**config.mk**
```make
export PLATFORM = sky130hd
export DESIGN_NAME = rx_syn_filter
export DESIGN_NICKNAME = d
export VERILOG_FILES = /design/src/rtl/rsf_pkg.sv /design/src/rtl/rsf_classify.sv /design/src/rtl/rsf_fsm.sv /design/src/rtl/rx_syn_filter.sv
export SDC_FILE = /design/constraint.sdc
export NUM_CORES = 1
export LEC_CHECK = 0
export CORE_MARGIN = 4
export CORE_UTILIZATION = 52
export CTS_CLUSTER_DIAMETER = 200
export DETAILED_ROUTE_END_ITERATION = 6
export PLACE_DENSITY = 0.86
export SYNTH_ARGS = -nofsm -noshare
export SYNTH_HDL_FRONTEND = slang
export SYNTH_HIERARCHICAL = 1
export SYNTH_SLANG_ARGS = --single-unit
```
**constraint.sdc**
```tcl
create_clock -name clk -period 6.1 [get_ports clk]
set_clock_uncertainty 0.15 [all_clocks]
set_input_delay 1.22 -clock clk [delete_from_list [all_inputs] [get_ports clk]]
set_output_delay 1.22 -clock clk [all_outputs]
set_load 0.01 [all_outputs]
```
**src/rtl/rsf_pkg.sv**
```systemverilog
package rsf_pkg;

    typedef enum logic [1:0] {
        ST_IDLE   = 2'd0,
        ST_HELD   = 2'd1,
        ST_FILTER = 2'd2
    } rsf_state_e;

    localparam int unsigned NUM_SPC = 3;
    localparam int unsigned CODE_W  = $clog2(NUM_SPC + 1);

endpackage

```
**src/rtl/rsf_classify.sv**
```systemverilog
module rsf_classify #(
    parameter int unsigned CHAR_W  = 8,
    parameter int unsigned NUM_SPC = 3,
    localparam int unsigned CODE_W = $clog2(NUM_SPC + 1)
) (
    input  logic [CHAR_W-1:0]              ch,
    input  logic                           partial,
    input  logic                           synced,
    input  logic                           strip_en,
    input  logic                           steady_en,
    input  logic                           detect_en,
    input  logic [CHAR_W-1:0]              syn_val,
    input  logic [NUM_SPC-1:0][CHAR_W-1:0] spc_val,
    output logic                           hit,
    output logic [CODE_W-1:0]              code
);

    logic             qualified;
    logic             syn_eq;
    logic             spc_active;
    logic [NUM_SPC-1:0] spc_eq;

    assign qualified  = synced && !partial;
    assign syn_eq     = strip_en && (ch == syn_val);
    assign spc_active = steady_en && detect_en;

    genvar gi;
    generate
        for (gi = 0; gi < NUM_SPC; gi++) begin : g_spc
            assign spc_eq[gi] = spc_active && (ch == spc_val[gi]);
        end
    endgenerate

    always_comb begin
        hit  = 1'b0;
        code = '0;
        if (qualified) begin
            if (syn_eq) begin
                hit  = 1'b1;
                code = '0;
            end else begin
                // lowest-numbered register wins, so scan from the top down
                for (int i = NUM_SPC - 1; i >= 0; i--) begin
                    if (spc_eq[i]) begin
                        hit  = 1'b1;
                        code = CODE_W'(i + 1);
                    end
                end
            end
        end
    end

endmodule

```
**src/rtl/rsf_fsm.sv**
```systemverilog
module rsf_fsm
    import rsf_pkg::*;
#(
    parameter int unsigned CHAR_W = 8,
    parameter int unsigned CODE_W = 2
) (
    input  logic              clk,
    input  logic              rst_n,
    input  logic              in_valid,
    input  logic [CHAR_W-1:0] in_char,
    input  logic              hit,
    input  logic [CODE_W-1:0] code,
    output logic              out_valid,
    output logic [CHAR_W-1:0] out_char,
    output logic              irq,
    output logic [CODE_W-1:0] irq_code
);

    rsf_state_e        state_q, state_d;
    logic [CHAR_W-1:0] held_char_q, held_char_d;
    logic [CODE_W-1:0] held_code_q, held_code_d;
    logic              pend_valid_q, pend_valid_d;
    logic [CHAR_W-1:0] pend_char_q, pend_char_d;
    logic              ov_d;
    logic [CHAR_W-1:0] oc_d;
    logic              irq_d;
    logic [CODE_W-1:0] ic_d;

    logic same_as_held;
    assign same_as_held = hit && (in_char == held_char_q);

    // next-state and next-output decode
    always_comb begin
        state_d      = state_q;
        held_char_d  = held_char_q;
        held_code_d  = held_code_q;
        pend_valid_d = 1'b0;
        pend_char_d  = pend_char_q;
        ov_d         = 1'b0;
        oc_d         = out_char;
        irq_d        = 1'b0;
        ic_d         = irq_code;

        if (pend_valid_q) begin
            ov_d = 1'b1;
            oc_d = pend_char_q;
        end

        if (in_valid) begin
            unique case (state_q)
                ST_IDLE: begin
                    if (hit) begin
                        // idle-to-held
                        state_d     = ST_HELD;
                        held_char_d = in_char;
                        held_code_d = code;
                    end else begin
                        ov_d = 1'b1;
                        oc_d = in_char;
                    end
                end
                ST_HELD: begin
                    if (same_as_held && (code == held_code_q)) begin
                        // held-to-filter
                        state_d = ST_FILTER;
                        irq_d   = 1'b1;
                        ic_d    = held_code_q;
                    end else begin
                        ov_d = 1'b1;
                        oc_d = held_char_q;
                        if (hit) begin
                            // held-to-held
                            held_char_d = in_char;
                            held_code_d = code;
                        end else begin
                            // held-to-idle
                            pend_valid_d = 1'b1;
                            pend_char_d  = in_char;
                            state_d      = ST_IDLE;
                        end
                    end
                end
                ST_FILTER: begin
                    if (!same_as_held) begin
                        // filter-to-idle
                        ov_d    = 1'b1;
                        oc_d    = in_char;
                        state_d = ST_IDLE;
                    end
                end
                default: state_d = ST_IDLE;
            endcase
        end
    end

    // state register
    always_ff @(posedge clk) begin
        if (!rst_n) begin
            state_q      <= ST_IDLE;
            held_char_q  <= '0;
            held_code_q  <= '0;
            pend_valid_q <= 1'b0;
            pend_char_q  <= '0;
        end else begin
            state_q      <= state_d;
            held_char_q  <= held_char_d;
            held_code_q  <= held_code_d;
            pend_valid_q <= pend_valid_d;
            pend_char_q  <= pend_char_d;
        end
    end

    // output register
    always_ff @(posedge clk) begin
        if (!rst_n) begin
            out_valid <= 1'b0;
            out_char  <= '0;
            irq       <= 1'b0;
            irq_code  <= '0;
        end else begin
            out_valid <= ov_d;
            out_char  <= oc_d;
            irq       <= irq_d;
            irq_code  <= ic_d;
        end
    end

    assert_irq_pulse_R10: assert property (@(posedge clk) disable iff (!rst_n)
        irq |=> !irq);

    assert_irq_no_data_R2: assert property (@(posedge clk) disable iff (!rst_n)
        irq |-> !out_valid);

    assert_out_source_R10: assert property (@(posedge clk) disable iff (!rst_n)
        out_valid |-> ($past(in_valid) || $past(pend_valid_q)));

    assert_input_spacing_R10: assert property (@(posedge clk) disable iff (!rst_n)
        in_valid |=> !in_valid);

    assert_filter_drop_R7: assert property (@(posedge clk) disable iff (!rst_n)
        (state_q == ST_FILTER && in_valid && same_as_held) |=> !out_valid);

    assert_held_release_R8: assert property (@(posedge clk) disable iff (!rst_n)
        (state_q == ST_HELD && in_valid && !hit)
        |=> (out_valid && out_char == $past(held_char_q)) ##1 out_valid);

endmodule

```
**src/rtl/rx_syn_filter.sv**
```systemverilog
module rx_syn_filter
    import rsf_pkg::*;
#(
    parameter int unsigned CHAR_W = 8
) (
    input  logic              clk,
    input  logic              rst_n,
    input  logic              in_valid,
    input  logic [CHAR_W-1:0] in_char,
    input  logic              in_partial,
    input  logic              char_synced,
    input  logic              strip_syn_en,
    input  logic              steady_mode_en,
    input  logic              spc_detect_en,
    input  logic [CHAR_W-1:0] syn_value,
    input  logic [CHAR_W-1:0] spc_value1,
    input  logic [CHAR_W-1:0] spc_value2,
    input  logic [CHAR_W-1:0] spc_value3,
    output logic              out_valid,
    output logic [CHAR_W-1:0] out_char,
    output logic              irq,
    output logic [1:0]        irq_code
);

    logic [NUM_SPC-1:0][CHAR_W-1:0] spc_bus;
    logic                           hit;
    logic [CODE_W-1:0]              code;

    assign spc_bus = {spc_value3, spc_value2, spc_value1};

    rsf_classify #(
        .CHAR_W (CHAR_W),
        .NUM_SPC(NUM_SPC)
    ) u_classify (
        .ch       (in_char),
        .partial  (in_partial),
        .synced   (char_synced),
        .strip_en (strip_syn_en),
        .steady_en(steady_mode_en),
        .detect_en(spc_detect_en),
        .syn_val  (syn_value),
        .spc_val  (spc_bus),
        .hit      (hit),
        .code     (code)
    );

    rsf_fsm #(
        .CHAR_W(CHAR_W),
        .CODE_W(CODE_W)
    ) u_fsm (
        .clk      (clk),
        .rst_n    (rst_n),
        .in_valid (in_valid),
        .in_char  (in_char),
        .hit      (hit),
        .code     (code),
        .out_valid(out_valid),
        .out_char (out_char),
        .irq      (irq),
        .irq_code (irq_code)
    );

    assert_unsync_pass_R9: assert property (@(posedge clk) disable iff (!rst_n)
        (in_valid && (!char_synced || in_partial)) |=> (out_valid && !irq));

    assert_detect_gated_R5: assert property (@(posedge clk) disable iff (!rst_n)
        (irq && irq_code != 2'd0) |-> $past(steady_mode_en && spc_detect_en));

    assert_syn_code_R2: assert property (@(posedge clk) disable iff (!rst_n)
        (irq && irq_code == 2'd0) |-> $past(strip_syn_en));

endmodule

```
; ---- After elaboration in Yosys (flattened, before gate mapping)
; Index checks and enable logic that the tools add are counted.
[totals]
regBits = 33
output_inout_bits = 12
word_cells = 78
inputBits = 48
[classes]
mux = 35
n_reduce_logical = 17
eq_ne = 12
bitwise_logic = 5
[op_table]
columns = op, count
row1 = two-way mux 8 bit, 7
row2 = equality test 8 bit, 5
row3 = case mux 8 bit (3 select lines), 1
row4 = two-way mux 2 bit, 11
row5 = case mux 8 bit (2 select lines), 1
row6 = two-way mux 1 bit, 12
row7 = AND reduction 3 bit, 3
row8 = logical AND 1 bit, 8
row9 = AND reduction 4 bit, 2
row10 = case mux 2 bit (3 select lines), 1
row11 = NOT 1 bit, 5
row12 = != test 2 bit (second input constant), 2
row13 = case mux 2 bit (2 select lines), 1
row14 = OR reduction 4 bit, 1
row15 = != test 3 bit (second input constant), 1
row16 = case mux 1 bit (3 select lines), 1
row17 = equality test 2 x 1 -> 1 bit (second input constant), 1
row18 = equality test 2 bit, 1
row19 = equality test 2 bit (second input constant), 1
row20 = zero test 2 bit, 1
row21 = != test 2 x 1 -> 1 bit (second input constant), 1
row22 = nonzero test 2 bit, 1
row23 = zero test 1 bit, 1

; ---- Depth between registers and ports, before layout
[logic_depth]
ltp_word = 12
ltp_mapped = 12
ltp_nobuf = 10

; ---- By module
; The synthesis kept the hierarchy.
[by_module_without_submodules]
columns = mod, seq_area_each_um2, area_per_inst_um2, n_inst, cells_per_inst
row1 = rsf_fsm, 660.6, 1695.4, 1, 205
row2 = rsf_classify, 0.0, 457.9, 1, 61

; ---- Worst setup path before layout
; No wires, ideal clock.
[synth_timing]
path_kind = in2reg
start = input port in_char[5]
end = register u_fsm.out_char[1]
required_time_ps = 5808
setup_slack_ps = 2354
cell_stages = 11
arrival_time_ps = 3454
path_buffers = 1
setup_ps = 142
path_cell_list = clkbuf_2 > xnor2_1 > nand4_1 > nor4_2 > or4_1 > and3_1 > and3b_1 > and4_1 > a41oi_1 > a21boi_0 > o221ai_1
[synth_via]
elab_chain_len = 12
word_cells_on_any_way = 27
classes_between = eq/ne (6) / mux (15) / reduce/logical (6)
[synth_rtl]
columns = item, line
row1 = start: declaration, rx_syn_filter.sv:9  ; input logic [CHAR_W-1:0] in_char,
row2 = equality test 8 bit, rsf_classify.sv:30  ; assign spc_eq[gi] = spc_active && (ch == spc_val[gi]);
row3 = logical AND 1 bit, rsf_classify.sv:30
row4 = two-way mux 1 bit (3 in a row), rsf_classify.sv:44  ; if (spc_eq[i]) begin
row5 = two-way mux 1 bit (*), rsf_classify.sv:38  ; if (syn_eq) begin
row6 = two-way mux 1 bit (*), rsf_classify.sv:37  ; if (qualified) begin
row7 = via hit, rx_syn_filter.sv:26  ; logic hit;
row8 = logical AND 1 bit, rsf_fsm.sv:30  ; assign same_as_held = hit && (in_char == held_char_q);
row9 = logical AND 1 bit, rsf_fsm.sv:63  ; if (same_as_held && (code == held_code_q)) begin
row10 = two-way mux 8 bit, rsf_fsm.sv:63
row11 = case mux 8 bit (3 select lines) (*), rsf_fsm.sv:50  ; unique case (state_q)
row12 = two-way mux 8 bit (*), rsf_fsm.sv:49  ; if (in_valid) begin
row13 = end signal: assignment, rsf_fsm.sv:117  ; out_char <= '0;
row14 = end signal: assignment, rsf_fsm.sv:122  ; out_char <= oc_d;
row15 = end: declaration, rsf_fsm.sv:14  ; output logic [CHAR_W-1:0] out_char,
; The timed path passes the listed nets; every way through them passes the cells marked *.
; A chain may end at the register's enable or synchronous reset.

; ---- Final worst setup path
[layout_timing]
start = input port in_char[4]
end = register u_fsm.out_char[1]
; Same word-level chain as after synthesis.

==> flow_metrics.py <==
metrics = {
    "global_route": {
        "grt_pass1_vias": 2118,
        "grt_overflow": 0,
        "grt_pass1_wl_um": 10000,
        "antenna_found_initial": 0,
        "grt_start_max_net_pins": 30,
        "gr-usage-all-layers_pct": 24.1,
    },
    "routing": {
        "drc_errors": 0,
        "wire_per_inst_um": 16.6,
        "routed_wl_um": 6090,
        "antenna_left": 0,
        "firstDrtPassIters": 4,
        "via_per_inst": 5.82,
        "drtIter0Drc": 298,
        "vias": 2130,
    },
    "synthesis": {
        "ys_seq_area_share_pct": 30.7,
        "syn_nets": 314,
        "synthCells": 266,
        "syn_avg_cell_area_um2": 8.10,
        "synth-edff-count": 0,
        "synth_warnings": 6,
        "synth.most_common_cell": "nand2_1",
        "synth_top_area_cell": "dfxtp_1",
        "synthTopCellsByCount": "nand2_1, xnor2_1, dfxtp_1",
        "netlist-cell-type-count": 44,
        "synth_ff_type": "dfxtp_1",
        "synth.ff_latch_count": 33,
        "synthArstFlopShare_pct": 0,
        "syn-cell-area_um2": 2150,
        "synth_top_cell_area_share_pct": 30.7,
        "synth.area.top_cells": "dfxtp_1, xnor2_1, nand2_1, mux2i_1, a21oi_1",
    },
    "final_layout": {
        "area_growth_syn_to_layout_pct": 31.6,
        "multi_input_area_um2": 1370,
        "drive_above_1_share_pct": 5.38,
        "n_fill_cell": 341,
        "regArea_um2": 661,
        "nets": 363,
        "n_antenna_cell": 0,
    },
    "place": {
        "pre_cts_ws_ns": 1.24,
        "port_buffers": 59,
        "dp_hpwl_um": 4640,
        "gp_congestion": 0.969,
    },
    "timing": {
        "tightest_slew_ns": 1.13,
        "post-route-period-util_pct": 75.5,
        "whs_ns": 0.305,
        "finalHoldViolCount": 0,
        "finalSetupViolations": 0,
        "slew_headroom_pct": 24.9,
        "fin_ws_ns": 1.49,
        "fin_setup_tns_ns": 0,
        "fmax_mhz": 217,
        "slew_violations": 0,
        "finalCriticalPeriod_ns": 4.61,
        "rsz0062_at_grt": "no",
    },
    "power": {
        "power_mw": 0.538,
        "vdd.ir_drop.worst_uv": 161,
        "powerDensity_nw_per_um2": 190,
        "p_leak_nw": 0.889,
    },
    "min_path": {
        "hold_path_class": "reg -> reg",
        "min_from": "u_fsm/pend_char_q[0]",
        "min_to": "u_fsm/pend_char_q[0]",
        "whs_path_depth": 2,
    },
    "worst_setup_path": {
        "worstPathArrival_ns": 4.59,
        "cp_top_family": "simple AND/OR/NAND/NOR gates",
        "r2r_start": "u_fsm/held_char_q[4]",
        "cp-end-kind": "flip-flop",
        "worstRegToRegCells": 5,
        "path_max_fanout": 8,
        "crit_path_start_kind": "input pin",
        "crit_chain": "clkdlybuf4s50_1 -> xnor2_1 -> nand4_1 -> nor3_1 -> or4_1 -> and3_1 -> and3b_1 -> and4_1 -> a41oi_1 -> a21boi_0 -> o221ai_1",
        "slowest_stage": "clkdlybuf4s50_1",
        "ff2ff_setup_slack_ns": 3.73,
        "crit_required_ns": 6.09,
        "critPathKind": "in -> reg",
        "r2r-end": "u_fsm/held_char_q[2]",
        "path_buf_inv": 1,
        "worst_path_largest_cell_delay_ns": 0.66,
    },
    "cts": {
        "clkLatencyLatePin_ns": 0.28,
        "post_cts_resized": 0,
        "h-tree-depth": 2,
        "cts_tree": "built",
        "cts_buffer_depth": 2,
        "post_cts_buffers": 0,
        "numCtsBuffers": 5,
        "root_buffer": "clkbuf_8",
        "clk_pin_slew_worst_paths_ns": 0.07,
        "cts.sinks": 33,
        "ctsHoldBuffers": 0,
    },
    "floorplanning": {
        "pin_count": 60,
        "core_area_um2": 4000,
        "initial_core_util_pct": 53.8,
        "row_count": 23,
        "fp.dieH_um": 72.4,
        "die_w_um": 72.4,
        "dieArea_um2": 5230,
    },
    "status": {
        "status": "finished clean",
    },
    "job": {
        "max_cap_violations": 0,
    },
}
-- tightest hold or removal path: stages (launching register included) --
cell and delay (ns):
dfxtp_1 0.31, nand2_1 0.05, a21oi_1 0.05
-- per-layer routing --
layer | global-route usage [%] | vias up | share of wire [%]
met1 | 30.9 | 1011 | 41
met3 | 4.71 | 4 | 6.9
met4 | 3.97 | 0 | 0.31
met5 | 0 | - | 0
li1 | - | 1028 | -
met2 | 42.3 | 87 | 51
-- worst max path at each step --
stage | slack [ns] | end | depth (start not counted) | from
2_1_floorplan | 2.35 | u_fsm/out_char[1] | 11 | in_char[5]
3_3_place_gp | 1.34 | u_fsm/out_char[2] | 11 | in_char[4]
3_5_place_dp | 1.24 | u_fsm/held_char_q[2] | 10 | in_char[1]
4_1_cts | 1.54 | u_fsm/held_char_q[2] | 10 | in_char[6]
5_1_grt | 1.27 | u_fsm/held_char_q[0] | 10 | in_char[4]
6_report | 1.49 | u_fsm/out_char[1] | 11 | in_char[4]
-- placed cells by master (no fill, tap or decap), types with 6 or more instances in the layout --
cell / count
nor2_1: 9
nand4_1: 9
o211ai_1: 6
nand3_1: 10
mux2i_1: 17
a21oi_1: 12
inv_1: 8
clkbuf_8: 6
dfxtp_1: 33
nand2_1: 51
clkdlybuf4s50_1: 59
xnor2_1: 39
-- state kept, by name, summed over array words and instances (netlist names) --
register            cells
u_fsm/state_q           2
u_fsm/held_char_q       8
u_fsm/pend_char_q       8
u_fsm/out_valid         1
u_fsm/held_code_q       2
u_fsm/irq               1
u_fsm/irq_code          2
u_fsm/out_char          8
u_fsm/pend_valid_q      1
-- layout make-up --
type	count	area share (%)
clock buffer	6	2.92
clock inverter	2	1.33
inverter	8	1.06
multi-input combinational	208	48.3
sequential	33	23.3
tap	50	2.21
timing repair buffer	59	20.8
-- report_power, final --
group	internal (mW)	total, mW	switching, mW	leakage, nW
registers	0.219	0.221	0.00201	0.268
clock network	0.133	0.215	0.0824	0.0574
logic	0.0557	0.102	0.0461	0.564
-- through the flow --
stage	util, %	instance area, um^2	cells
global placement	67.8	2710	358
floorplan	-	2150	266
global route	70.8	2830	366
detailed placement	67.8	2710	358
finish	70.8	2830	366
CTS	70.8	2830	366
-- cell families (layout without fill, tap and decap cells) --
logic type,after synthesis,in the layout,synth area share (%)
AOI/OAI and AO/OA,40,40,12.8
xor gates and xnor gates,42,42,17.1
buffers and inverters,25,75,5.98
DFF,33,33,30.7
muxes,18,18,8.43
and+or+nand+nor,108,108,25.0
Note: power is estimated with default switching activity, not from simulation.
